==> config.mk <==
export PLATFORM = sky130hd
export DESIGN_NAME = raster_irq_timer
export DESIGN_NICKNAME = d
export VERILOG_FILES = /design/src/rtl/raster_tmr_pkg.sv /design/src/rtl/rt_rst_sync.sv /design/src/rtl/rt_regs.sv /design/src/rtl/rt_line_ctr.sv /design/src/rtl/rt_dot_ctr.sv /design/src/rtl/raster_irq_timer.sv
export SDC_FILE = /design/constraint.sdc
export NUM_CORES = 1
export LEC_CHECK = 0
export BUFFER_PORTS_ARGS = -buffer_cell sky130_fd_sc_hd__buf_4
export CAP_MARGIN = 20
export CORE_MARGIN = 4
export CORE_UTILIZATION = 45
export CTS_BUF_LIST = sky130_fd_sc_hd__clkbuf_8
export DETAILED_ROUTE_END_ITERATION = 8
export PLACE_DENSITY = 0.7
export SYNTH_ARGS = -nofsm -noshare
export SYNTH_HDL_FRONTEND = slang
export SYNTH_SLANG_ARGS = --single-unit
==> constraint.sdc <==
create_clock -name clk -period 0.8 [get_ports clk]
set_input_delay 0.12 -clock clk [delete_from_list [all_inputs] [get_ports clk]]
set_output_delay 0.12 -clock clk [all_outputs]
set_load 0.01 [all_outputs]
==> src/rtl/raster_tmr_pkg.sv <==
package raster_tmr_pkg;

  // Register offsets (byte addresses within the block window)
  localparam int OFS_LCMP = 'h90;
  localparam int OFS_DREL = 'h94;
  localparam int OFS_MODE = 'h98;

  // Field positions inside the mode word
  localparam int MODE_GATE_BIT = 8;
  localparam int MODE_EN_BIT   = 0;

  typedef struct packed {
    logic gate;   // dot pulse only on the compared line
    logic en;     // master run enable
  } tmr_mode_t;

endpackage

==> src/rtl/rt_rst_sync.sv <==
module rt_rst_sync #(
  parameter int STAGES = 2
) (
  input  logic clk,
  input  logic rst_n,
  output logic rst_ns
);
  logic [STAGES-1:0] sync_q;

  always_ff @(posedge clk or negedge rst_n) begin
    if (!rst_n) sync_q <= '0;
    else        sync_q <= {sync_q[STAGES-2:0], 1'b1};
  end

  assign rst_ns = sync_q[STAGES-1];
endmodule

==> src/rtl/rt_regs.sv <==
module rt_regs
  import raster_tmr_pkg::*;
#(
  parameter int LINE_W = 10,
  parameter int DOT_W  = 9,
  parameter int ADDR_W = 8,
  parameter int DATA_W = 32
) (
  input  logic              clk,
  input  logic              rst_n,
  input  logic              wr_en,
  input  logic [ADDR_W-1:0] wr_addr,
  input  logic [DATA_W-1:0] wr_data,
  output logic [LINE_W-1:0] cmp_q,
  output logic [DOT_W-1:0]  rel_q,
  output tmr_mode_t         mode_q
);
  logic      cmp_we, rel_we, mode_we;
  tmr_mode_t mode_d;
  logic      unused_data;

  assign unused_data = ^wr_data;

  always_comb begin
    cmp_we      = wr_en && (wr_addr == ADDR_W'(OFS_LCMP));
    rel_we      = wr_en && (wr_addr == ADDR_W'(OFS_DREL));
    mode_we     = wr_en && (wr_addr == ADDR_W'(OFS_MODE));
    mode_d.gate = wr_data[MODE_GATE_BIT];
    mode_d.en   = wr_data[MODE_EN_BIT];
  end

  // Compare and reload words carry no reset value by design.
  always_ff @(posedge clk) begin
    if (cmp_we) cmp_q <= wr_data[LINE_W-1:0];
    if (rel_we) rel_q <= wr_data[DOT_W-1:0];
  end

  always_ff @(posedge clk or negedge rst_n) begin
    if (!rst_n)       mode_q <= '0;
    else if (mode_we) mode_q <= mode_d;
  end

  // a write elsewhere never disturbs the mode register
  assert_stray_write_keeps_mode_R1: assert property (@(posedge clk) disable iff (!rst_n)
    (!(wr_en && wr_addr == ADDR_W'(OFS_MODE))) |=> $stable(mode_q));
endmodule

==> src/rtl/rt_line_ctr.sv <==
module rt_line_ctr #(
  parameter int LINE_W = 10
) (
  input  logic              clk,
  input  logic              rst_n,
  input  logic              en,
  input  logic              hbl,
  input  logic              vbl,
  input  logic [LINE_W-1:0] cmp,
  output logic [LINE_W-1:0] lcnt,
  output logic              line_eq,
  output logic              line_irq
);
  logic [LINE_W-1:0] lcnt_inc, lcnt_d;
  logic              cnt_ce, irq_d;

  always_comb begin
    lcnt_inc = lcnt + 1'b1;
    cnt_ce   = en && (hbl || vbl);
    lcnt_d   = vbl ? '0 : lcnt_inc;
    irq_d    = 1'b0;
    if (en) begin
      if (vbl)      irq_d = (cmp == '0);
      else if (hbl) irq_d = (cmp != '0) && (lcnt_inc == cmp);
    end
  end

  always_ff @(posedge clk or negedge rst_n) begin
    if (!rst_n)      lcnt <= '0;
    else if (cnt_ce) lcnt <= lcnt_d;
  end

  always_ff @(posedge clk or negedge rst_n) begin
    if (!rst_n) line_irq <= 1'b0;
    else        line_irq <= irq_d;
  end

  assign line_eq = (lcnt == cmp);

  // end of vertical blank clears the count
  assert_vbl_clears_R2: assert property (@(posedge clk) disable iff (!rst_n)
    (en && vbl) |=> (lcnt == '0));
  // counter frozen while disabled
  assert_line_hold_R9: assert property (@(posedge clk) disable iff (!rst_n)
    (!en) |=> $stable(lcnt) && !line_irq);
  // a pulse always lands on the compared line
  assert_line_irq_on_cmp_R3: assert property (@(posedge clk) disable iff (!rst_n)
    line_irq |-> (lcnt == $past(cmp)));
endmodule

==> src/rtl/rt_dot_ctr.sv <==
module rt_dot_ctr #(
  parameter int DOT_W = 9
) (
  input  logic             clk,
  input  logic             rst_n,
  input  logic             en,
  input  logic             hbl,
  input  logic             dce,
  input  logic [DOT_W-1:0] reload,
  input  logic             gate,
  input  logic             line_eq,
  output logic             dot_irq
);
  localparam int CNT_W = DOT_W + 1;
  localparam logic [CNT_W-1:0] FULL_SPAN = CNT_W'(1) << DOT_W;

  logic [CNT_W-1:0] dcnt, dcnt_d;
  logic             run_q, run_d, cnt_ce, irq_d;

  always_comb begin
    dcnt_d = dcnt;
    run_d  = run_q;
    cnt_ce = 1'b0;
    irq_d  = 1'b0;
    if (en) begin
      if (!run_q) begin
        if (hbl) begin
          dcnt_d = (reload == '0) ? FULL_SPAN : {1'b0, reload};
          run_d  = 1'b1;
          cnt_ce = 1'b1;
        end
      end else if (dce) begin
        cnt_ce = 1'b1;
        dcnt_d = dcnt - 1'b1;
        if (dcnt == CNT_W'(1)) begin
          run_d = 1'b0;
          irq_d = !gate || line_eq;
        end
      end
    end
  end

  always_ff @(posedge clk or negedge rst_n) begin
    if (!rst_n) begin
      dcnt  <= '0;
      run_q <= 1'b0;
    end else if (cnt_ce) begin
      dcnt  <= dcnt_d;
      run_q <= run_d;
    end
  end

  always_ff @(posedge clk or negedge rst_n) begin
    if (!rst_n) dot_irq <= 1'b0;
    else        dot_irq <= irq_d;
  end

  // a pulse means the counter has stopped
  assert_dot_stopped_after_irq_R6: assert property (@(posedge clk) disable iff (!rst_n)
    dot_irq |-> !run_q);
  // horizontal blank without a dot enable leaves a running count alone
  assert_no_reload_while_running_R5: assert property (@(posedge clk) disable iff (!rst_n)
    (en && run_q && hbl && !dce) |=> $stable(dcnt));
  // the count never exceeds the full span
  assert_span_bound_R7: assert property (@(posedge clk) disable iff (!rst_n)
    dcnt <= FULL_SPAN);
  // gated pulses only on the compared line
  assert_gated_on_line_R8: assert property (@(posedge clk) disable iff (!rst_n)
    (dot_irq && $past(gate)) |-> $past(line_eq));
  // no pulse while disabled
  assert_dot_quiet_R9: assert property (@(posedge clk) disable iff (!rst_n)
    (!en) |=> !dot_irq);
endmodule

==> src/rtl/raster_irq_timer.sv <==
module raster_irq_timer
  import raster_tmr_pkg::*;
#(
  parameter int LINE_W = 10,
  parameter int DOT_W  = 9,
  parameter int ADDR_W = 8,
  parameter int DATA_W = 32
) (
  input  logic              clk,
  input  logic              rst_n,
  input  logic              wr_en,
  input  logic [ADDR_W-1:0] wr_addr,
  input  logic [DATA_W-1:0] wr_data,
  input  logic              hblank_start,
  input  logic              vblank_end,
  input  logic              dot_ce,
  output logic              line_irq,
  output logic              dot_irq
);
  logic              rst_ns;
  logic [LINE_W-1:0] cmp_q, lcnt;
  logic [DOT_W-1:0]  rel_q;
  tmr_mode_t         mode_q;
  logic              line_eq;

  rt_rst_sync #(.STAGES(2)) u_rst (
    .clk(clk), .rst_n(rst_n), .rst_ns(rst_ns)
  );

  rt_regs #(.LINE_W(LINE_W), .DOT_W(DOT_W), .ADDR_W(ADDR_W), .DATA_W(DATA_W)) u_regs (
    .clk(clk), .rst_n(rst_ns), .wr_en(wr_en), .wr_addr(wr_addr), .wr_data(wr_data),
    .cmp_q(cmp_q), .rel_q(rel_q), .mode_q(mode_q)
  );

  rt_line_ctr #(.LINE_W(LINE_W)) u_line (
    .clk(clk), .rst_n(rst_ns), .en(mode_q.en), .hbl(hblank_start), .vbl(vblank_end),
    .cmp(cmp_q), .lcnt(lcnt), .line_eq(line_eq), .line_irq(line_irq)
  );

  rt_dot_ctr #(.DOT_W(DOT_W)) u_dot (
    .clk(clk), .rst_n(rst_ns), .en(mode_q.en), .hbl(hblank_start), .dce(dot_ce),
    .reload(rel_q), .gate(mode_q.gate), .line_eq(line_eq), .dot_irq(dot_irq)
  );

  // a zero compare fires only from the end of vertical blank
  assert_zero_cmp_from_vbl_R4: assert property (@(posedge clk) disable iff (!rst_ns)
    (line_irq && $past(cmp_q) == '0) |-> $past(vblank_end));
endmodule

==> impl_metrics.yaml, run 1 <==
status:
  outcome: "finished with violations"
  violations: "negative setup slack"
pwr:
  p_sw_mw: 3.18
  power.density_mw_per_mm2: 2240
  power_frac_seq_pct: 34.1
  clockPowerShare_pct: 16.1
  p_comb_share_pct: 49.8
  leakagePower_nw: 1.64
  p_int_mw: 5.49
  p_sw_share_pct: 36.7
  peakVddDrop_mv: 1.20
timing:
  layout_worst_path_cycle_share_pct: 228
  hold_viol: 0
  fmaxAchievable_mhz: 549
  whs_ps: 16.4
  fin_worst_skew_ps: 7.77
  setup_tns_ps: -24930
  setup_viol: 46
  rsz0062_at_grt: "true"
  drv_slew: 0
  layout_setup_ws_ps: -1020
  period_needed_ps: 1820
job:
  drv_cap: 0
floorplan:
  die-height_um: 81.7
  die_area_mm2: 0.00668
  core_area_mm2: 0.00517
  rows: 26
  io_pins: 48
  fp.dieW_um: 81.7
  start_util_pct: 47.3
finish:
  nets: 397
  fin_area_mm2: 0.00386
  drive_above_1_share_pct: 48.7
  fin_util_pct: 74.7
  diodes: 0
  fillCellCount: 343
  syn2layout_area_growth_pct: 58.0
  layout_common_cells: "buf_4 (79), buf_6 (24), dfrtp_1 (24)"
  multiInputGateArea_mm2: 0.00143
  layout_commonest_cell: "buf_4"
  seq_area_mm2: 0.00125
cts:
  numClockSinks: 46
  htreeDepth: 2
  cts_inserted_buffers: 5
  root_buffer: "clkbuf_8"
  cts_tree: "done"
  clkTransAtPathRegs_ps: 90
  insertion_delay_ps: 300
  clockBufferDepth: 2
synthesis:
  synth.avg_cell_area_um2: 10.1
  yosysSeqAreaShare_pct: 50.9
  yosys.cell_types.count: 49
  synth_nets: 290
  synth_area_leaders: "dfrtp_1 (28%), edfxtp_1 (23%), a21oi_1 (2.9%)"
  synth.largest_area_cell: "dfrtp_1"
  synth_ff_type: "dfrtp_1"
  synth_edf_count: 19
  syn_area_mm2: 0.00245
  synthArstFlopShare_pct: 58.7
  syn_inst: 241
  synth.top_cell.area_share_pct: 27.6
  yosys_register_bits: 46
  synth_warnings: 0
setup_path:
  arrival_ps: 2030
  r2r-start: "u_line.lcnt[1]"
  crit_path_start_kind: "flip-flop"
  path_class: "reg -> reg"
  rrSetupSlack_ps: -1020
  r2r_cells: 6
  required_ps: 1010
  critPathMaxFanout: 2
  cp-end-kind: "flip-flop"
  r2r_end: "u_line.line_irq"
placement:
  dp_hpwl_mm: 4.97
  port_buffers: 25
  place_congestion: 0.913
  placed_area_mm2: 0.00338
grt:
  antenna_found_initial: 0
  grt_pass1_wl_mm: 11.8
  grt_util_met2_pct: 37.4
  grt_max_degree: 25
  grt_pass1_vias: 2396
  gr-total-overflow: 0
  globalRouteMet3Util_pct: 3.73
  grt.busiest_layer: "met2"
  grtUsageTotal_pct: 23.3
  grtUsageMet1_pct: 32.7
route:
  dr.first_iter.drc_count: 165
  vias: 2399
  viasPerCell: 5.73
  wl_per_cell_um: 16.9
  antenna_left: 0
  remaining_drc_errors: 0
  dr.pass1.iters: 4
  drt_wl_total_mm: 7.07
worst_hold_path:
  min_path_cells: 1
  holdPathEnd: "u_regs.cmp_q[8]"
  hold_class: "in -> reg"
  min-delay-start: "wr_data[8]"
[synth_stat cells, types with 5 or more instances]
master,number
o21ai_0,12
buf_2,5
or4_1,5
nor4_1,5
mux2i_1,5
edfxtp_1,19
nand3_1,7
nand4_1,7
a21oi_1,14
nand2_1,16
inv_1,15
nor2_1,16
xor2_1,8
clkbuf_1,6
xnor2_1,6
nor3_1,7
dfrtp_1,27
a31oi_1,7
o22ai_1,10
[per-layer routing]
metal / vias to the layer above / share of wire [%]
li1: 1114 / -
met1: 1172 / 44
met2: 96 / 48
met3: 17 / 5.7
met4: 0 / 1.9
met5: - / 0
[repair_timing]
action                                  4_1_cts  5_1_grt
pin swaps                                    19       11
endpoints found under the setup margin       46       46
gates resized for setup                      43       22
setup buffers                                 6        3
cloned                                        1        0
endpoints found under the hold margin         8        2
hold buffers                                  5        2
[registers in the layout, indices dropped and copies added, names as in the netlist, 2 cells and up]
signal	count
u_dot.dcnt	10
u_line.lcnt	10
u_regs.cmp_q	10
u_regs.mode_q	2
u_regs.rel_q	9
u_rst.sync_q	2
[worst max-delay path by stage]
| stage | start | to | slack [ps] | depth (start not counted) |
|---|---|---|---|---|
| after global routing | u_line.lcnt[1] | u_line.line_irq | -1070 | 6 |
| after floorplan | u_line.lcnt[1] | u_line.line_irq | -920 | 6 |
| after CTS | u_line.lcnt[1] | u_line.line_irq | -980 | 6 |
| after global placement | u_line.lcnt[1] | u_line.line_irq | -950 | 6 |
| after detailed placement | u_line.lcnt[1] | u_line.line_irq | -970 | 6 |
| final | u_line.lcnt[1] | u_line.line_irq | -1020 | 6 |
[cells by family after synthesis]
kind of cell / after synthesis / share of synthesized area [%]
other cells: 1 / 0.153
fa+ha+maj: 3 / 1.53
xor+xnor: 14 / 5.01
compound gates: 62 / 16.5
mux: 8 / 3.73
buf+inv: 27 / 4.55
flops: 46 / 50.9
simple gates: 80 / 17.5
[power by group through the flow]
stage          Combinational [mW]  Clock (mW)  Sequential [mW]
6_report                     4.32        1.40             2.95
5_1_grt                      4.68        1.54             2.99
4_1_cts                      3.92        1.45             2.95
3_5_place_dp                 3.42           0             2.97
3_3_place_gp                 3.32           0             2.95
2_1_floorplan                1.93           0             3.02
[cell type report]
type | count | share of cell area, %
multi-input cells | 169 | 37.0
flip-flops and latches | 46 | 32.4
clock buffers | 5 | 1.78
repair buffers | 111 | 24.7
well taps | 70 | 2.27
inverters | 15 | 1.46
clock inverters | 3 | 0.421
[through the flow]
stage	setup WS, ps	std cells	total power, mW
global placement	-950	399	6.27
detailed placement	-970	399	6.39
global route	-1070	419	9.21
CTS	-983	417	8.32
floorplan	-919	241	4.96
finish	-1020	419	8.67
[worst max-delay path, cell delays in order (launching register included)]
cell and delay, ps:
dfrtp_2 430, ha_4 250, xor2_1 150, or4_1 400, nor2_1 120, o311ai_1 130, o31ai_2 250
No activity file was read; power rests on OpenSTA's default activity.
==> run 2: changes to the inputs <==
- BUFFER_PORTS_ARGS: -buffer_cell sky130_fd_sc_hd__buf_4 -> -buffer_cell sky130_fd_sc_hd__buf_2
==> impl_metrics.yaml, run 2 (same netlist as run 1, synthesis figures left out) <==
floorplan:
  rows: 26
  start_util_pct: 47.3
  io_pins: 48
  die_area_mm2: 0.00668
  fp.dieW_um: 81.7
  die-height_um: 81.7
  core_area_mm2: 0.00517
route:
  met2_length_mm: 3.30
  wl_met1_mm: 3.11
  remaining_drc_errors: 0
  vias: 2391
  wl_per_cell_um: 16.6
  antenna_left: 0
  dr.first_iter.drc_count: 261
  dr.pass1.iters: 4
  wl_met3_um: 437
  viasPerCell: 5.71
  top_layer: "met4"
  drt_wl_total_mm: 6.94
status:
  violations: "negative setup slack"
  outcome: "finished with violations"
job:
  drv_cap: 0
setup_path:
  path_class: "reg -> reg"
  critPathMaxFanout: 3
  crit_path_start_kind: "flip-flop"
  cp-end-kind: "flip-flop"
  rrSetupSlack_ps: -960
  arrival_ps: 1980
  required_ps: 1020
timing:
  setup_viol: 46
  period_needed_ps: 1760
  fin_worst_skew_ps: 13.4
  hold_viol: 0
  fmaxAchievable_mhz: 568
  layout_worst_path_cycle_share_pct: 220
  rsz0062_at_grt: "true"
  layout_setup_ws_ps: -959
  drv_slew: 0
cts:
  insertion_delay_ps: 300
  cts_inserted_buffers: 5
  htreeDepth: 2
  numClockSinks: 46
  cts_tree: "done"
  root_buffer: "clkbuf_8"
  clockBufferDepth: 2
  clkTransAtPathRegs_ps: 100
finish:
  layout_commonest_cell: "buf_4"
  nets: 397
  layout_common_cells: "buf_4 (66), dfrtp_1 (24), buf_2 (23)"
  fillCellCount: 335
  fin_util_pct: 71.6
  diodes: 0
  largest_registers: "u_dot.dcnt x10, u_line.lcnt x10, u_regs.cmp_q x10"
  drive_above_1_share_pct: 47.9
  syn2layout_area_growth_pct: 51.5
pwr:
  peakVddDrop_mv: 1.34
  p_comb_share_pct: 49.0
  power.density_mw_per_mm2: 2300
  clockPowerShare_pct: 16.5
  power_frac_seq_pct: 34.5
  p_sw_mw: 3.09
  p_sw_share_pct: 36.2
  leakagePower_nw: 1.62
  total_power_mw: 8.53
  p_int_mw: 5.44
placement:
  dp_hpwl_mm: 4.68
  port_buffers: 25
  place_congestion: 0.913
grt:
  grtUsageTotal_pct: 22.6
  antenna_found_initial: 0
  grt_pass1_vias: 2389
  gr-total-overflow: 0
  grt_max_degree: 26
  grt_pass1_wl_mm: 11.6
worst_hold_path:
  hold_class: "in -> reg"
[run 2: worst paths after layout]
path / from / end / cells after the start
setup / recovery: u_line.lcnt[1] / u_line.line_irq / 6
hold / removal: wr_data[7] / u_regs.rel_q[7] / 1
setup reg to reg: u_line.lcnt[1] / u_line.line_irq / 6
hold reg to reg: u_rst.sync_q[1] / u_dot.dcnt[8] / 1
max in group asynchronous: u_rst.sync_q[1] / u_line.lcnt[1] / 1
min in group asynchronous: rst_n / u_rst.sync_q[1] / 2
[run 2: timing repair]
item                       in CTS  in global routing
setup buffers                   9                  3
setup endpoints to repair      46                 46
cloned                          1                  0
hold buffers                    2                  0
pin swaps                      24                  8
gates resized for setup        37                 10
hold endpoints to repair        3                  0
[run 2: power by group through the flow]
| stage | Sequential [mW] | Clock [mW] | Combinational, mW |
|---|---|---|---|
| floorplan | 3.02 | 0 | 1.93 |
| global placement | 2.94 | 0 | 3.24 |
| detailed placement | 2.95 | 0 | 3.30 |
| CTS | 2.93 | 1.44 | 3.87 |
| global route | 2.96 | 1.53 | 4.51 |
| finish | 2.94 | 1.40 | 4.18 |
[run 2: per-stage QoR]
stage / setup TNS (ps) / setup WS (ps) / cells / hold WS [ps] / cell area [µm²]
after global placement: -29350 / -928 / 397 / -95.5 / 3300
after global routing: -26330 / -1050 / 419 / 14.2 / 3700
after CTS: -23100 / -946 / 416 / 13.6 / 3640
after detailed placement: -29980 / -941 / 397 / -93.7 / 3300
final: -23920 / -959 / 419 / 23.9 / 3700
after floorplan: -23890 / -919 / 241 / -176 / 2640
[run 2: layout make-up]
class                      instances  area, µm²  share of cell area (%)
sequential                        46       1250                    33.7
timing repair buffer             111        865                    23.3
clock buffer                       5       68.8                    1.86
multi-input combinational        169       1360                    36.7
clock inverter                     3       16.3                   0.439
inverter                          15       56.3                    1.52
tap                               70       87.6                    2.36
[run 2: worst max-delay path, stage by stage, from the launching register on]
cell and delay [ps]:
dfrtp_2 440, ha_4 180, nor2b_4 130, or2_0 200, a211o_1 270, a221o_1 310
o31ai_2 160
[run 2: layer usage]
metal | global-route usage, % | vias up
met5 | 0 | -
met4 | 5.98 | 0
met3 | 3.51 | 9
met2 | 36.6 | 106
met1 | 31.7 | 1159
li1 | - | 1117
==> run 3: changes to the inputs <==
- clock period: 0.8 -> 1.5 ns (I/O delays scaled with it)
==> impl_metrics.yaml, run 3 (same netlist as run 1, synthesis figures left out) <==
status:
  outcome: "finished with violations"
  violations: "negative setup slack"
grt:
  grt_pass1_vias: 2165
  gr-total-overflow: 0
  grt_pass1_wl_mm: 10.2
  antenna_found_initial: 0
  grtUsageTotal_pct: 20.0
  grt_max_degree: 26
setup_path:
  crit_buf_inv: 0
  critPathMaxStageDelay_ps: 430
  critical_path.top_delay_family: "compound AO/OA/AOI/OAI gates"
  critical_path.cell_chain: "ha_4 -> nor2b_4 -> or2_0 -> a211o_1 -> a221o_1 -> o31ai_2"
  critPathMaxFanout: 3
  cp-end-kind: "flip-flop"
  path_class: "reg -> reg"
  rrSetupSlack_ps: -250
  crit_start: "u_line.lcnt[0]"
  crit_path_start_kind: "flip-flop"
  required_ps: 1710
  r2r-start: "u_line.lcnt[0]"
  arrival_ps: 1960
  cp_slowest_cell: "dfrtp_1"
pwr:
  power.density_mw_per_mm2: 1280
  leakagePower_nw: 1.45
  peakVddDrop_mv: 0.784
floorplan:
  io_pins: 48
  die-height_um: 81.7
  start_util_pct: 47.3
  rows: 26
  die_area_mm2: 0.00668
  fp.dieW_um: 81.7
  core_area_mm2: 0.00517
finish:
  drive_above_1_share_pct: 38.7
  diodes: 0
  layout_common_cells: "buf_4 (52), dfrtp_1 (26), buf_2 (25)"
  syn2layout_area_growth_pct: 38.0
  nets: 371
  largest_registers: "u_dot.dcnt x10, u_line.lcnt x10, u_regs.cmp_q x10"
  layout_commonest_cell: "buf_4"
  stdcell_count: 393
  fillCellCount: 397
placement:
  port_buffers: 25
  dp_hpwl_mm: 4.53
  place_congestion: 0.917
  place_inst: 378
  place_ws_ps: -273
cts:
  cts_tree: "done"
  clockBufferDepth: 2
  cts_inserted_buffers: 5
  root_buffer: "clkbuf_8"
  numClockSinks: 46
  insertion_delay_ps: 300
  clkTransAtPathRegs_ps: 90
  htreeDepth: 2
timing:
  setup_viol: 7
  rsz0062_at_grt: "true"
  drv_slew: 0
  period_needed_ps: 1750
  layout_setup_ws_ps: -253
  setup_tns_ps: -977
  fin_worst_skew_ps: 14.1
  hold_viol: 0
  whs_ps: 104
  fmaxAchievable_mhz: 571
  layout_worst_path_cycle_share_pct: 117
route:
  viasPerCell: 5.61
  remaining_drc_errors: 0
  vias: 2206
  wl_per_cell_um: 15.6
  dr.first_iter.drc_count: 171
  dr.pass1.iters: 4
  antenna_left: 0
  drt_wl_total_mm: 6.13
worst_hold_path:
  hold_class: "in -> reg"
  min-delay-start: "wr_data[9]"
job:
  drv_cap: 0
[run 3: cell count changes in the layout (fill, tap and decap cells not counted), moves of 4 or more]
cell,change
o21ai_0,+6
a21oi_2,-5
o21ai_1,-6
nand2_1,+4
a21oi_1,+5
buf_4,-14
buf_6,-13
[run 3: worst paths after layout]
check                                   to  depth (start not counted)
setup / recovery           u_line.line_irq                          6
hold / removal             u_regs.cmp_q[9]                          1
setup reg to reg           u_line.line_irq                          6
hold reg to reg              u_dot.dcnt[6]                          1
max in group asynchronous   u_line.lcnt[1]                          1
min in group asynchronous    u_dot.dcnt[6]                          1
[run 3: stage by stage]
step / util [%] / total power, mW / instance area (µm²)
after floorplan: - / 2.50 / 2490
after global placement: 59.6 / 3.16 / 3080
after detailed placement: 59.6 / 3.19 / 3080
after CTS: 63.2 / 4.09 / 3270
after global routing: 65.3 / 4.60 / 3380
final: 65.3 / 4.31 / 3380
[run 3: where the power goes]
| group | internal, mW | leakage [nW] | switching (mW) |
|---|---|---|---|
| sequential | 1.44 | 0.481 | 0.115 |
| combinational | 1.01 | 0.912 | 0.944 |
| clock | 0.374 | 0.0530 | 0.419 |
[run 3: worst register-to-register path, stage by stage (launching register included)]
cell     delay (ps)
dfrtp_1         430
ha_4            180
nor2b_4         130
or2_0           190
a211o_1         260
a221o_1         300
o31ai_2         170
[run 3: area by class of cell]
cell class | instances | area (µm²) | area share (%)
clock buffer | 6 | 82.6 | 2.45
multi-input combinational | 168 | 1260 | 37.2
tap | 70 | 87.6 | 2.59
timing repair buffer | 86 | 633 | 18.8
clock inverter | 2 | 12.5 | 0.371
sequential | 46 | 1250 | 37.0
inverter | 15 | 56.3 | 1.67
[run 3: routing by layer]
metal	wire [µm]	vias up	part of all wire [%]	global-route usage, %
met5	0	-	0	0
met4	127	0	2.1	7.14
met3	268	12	4.4	3.07
met2	2810	63	46	31.4
met1	2920	1070	48	28.1
li1	-	1061	-	-
[run 3: what timing repair did]
action,in CTS,in global routing
pin swaps,8,12
gates resized for setup,14,20
setup endpoints to repair,13,13
hold buffers,1,0
endpoints found under the hold margin,2,0
setup buffers,4,3
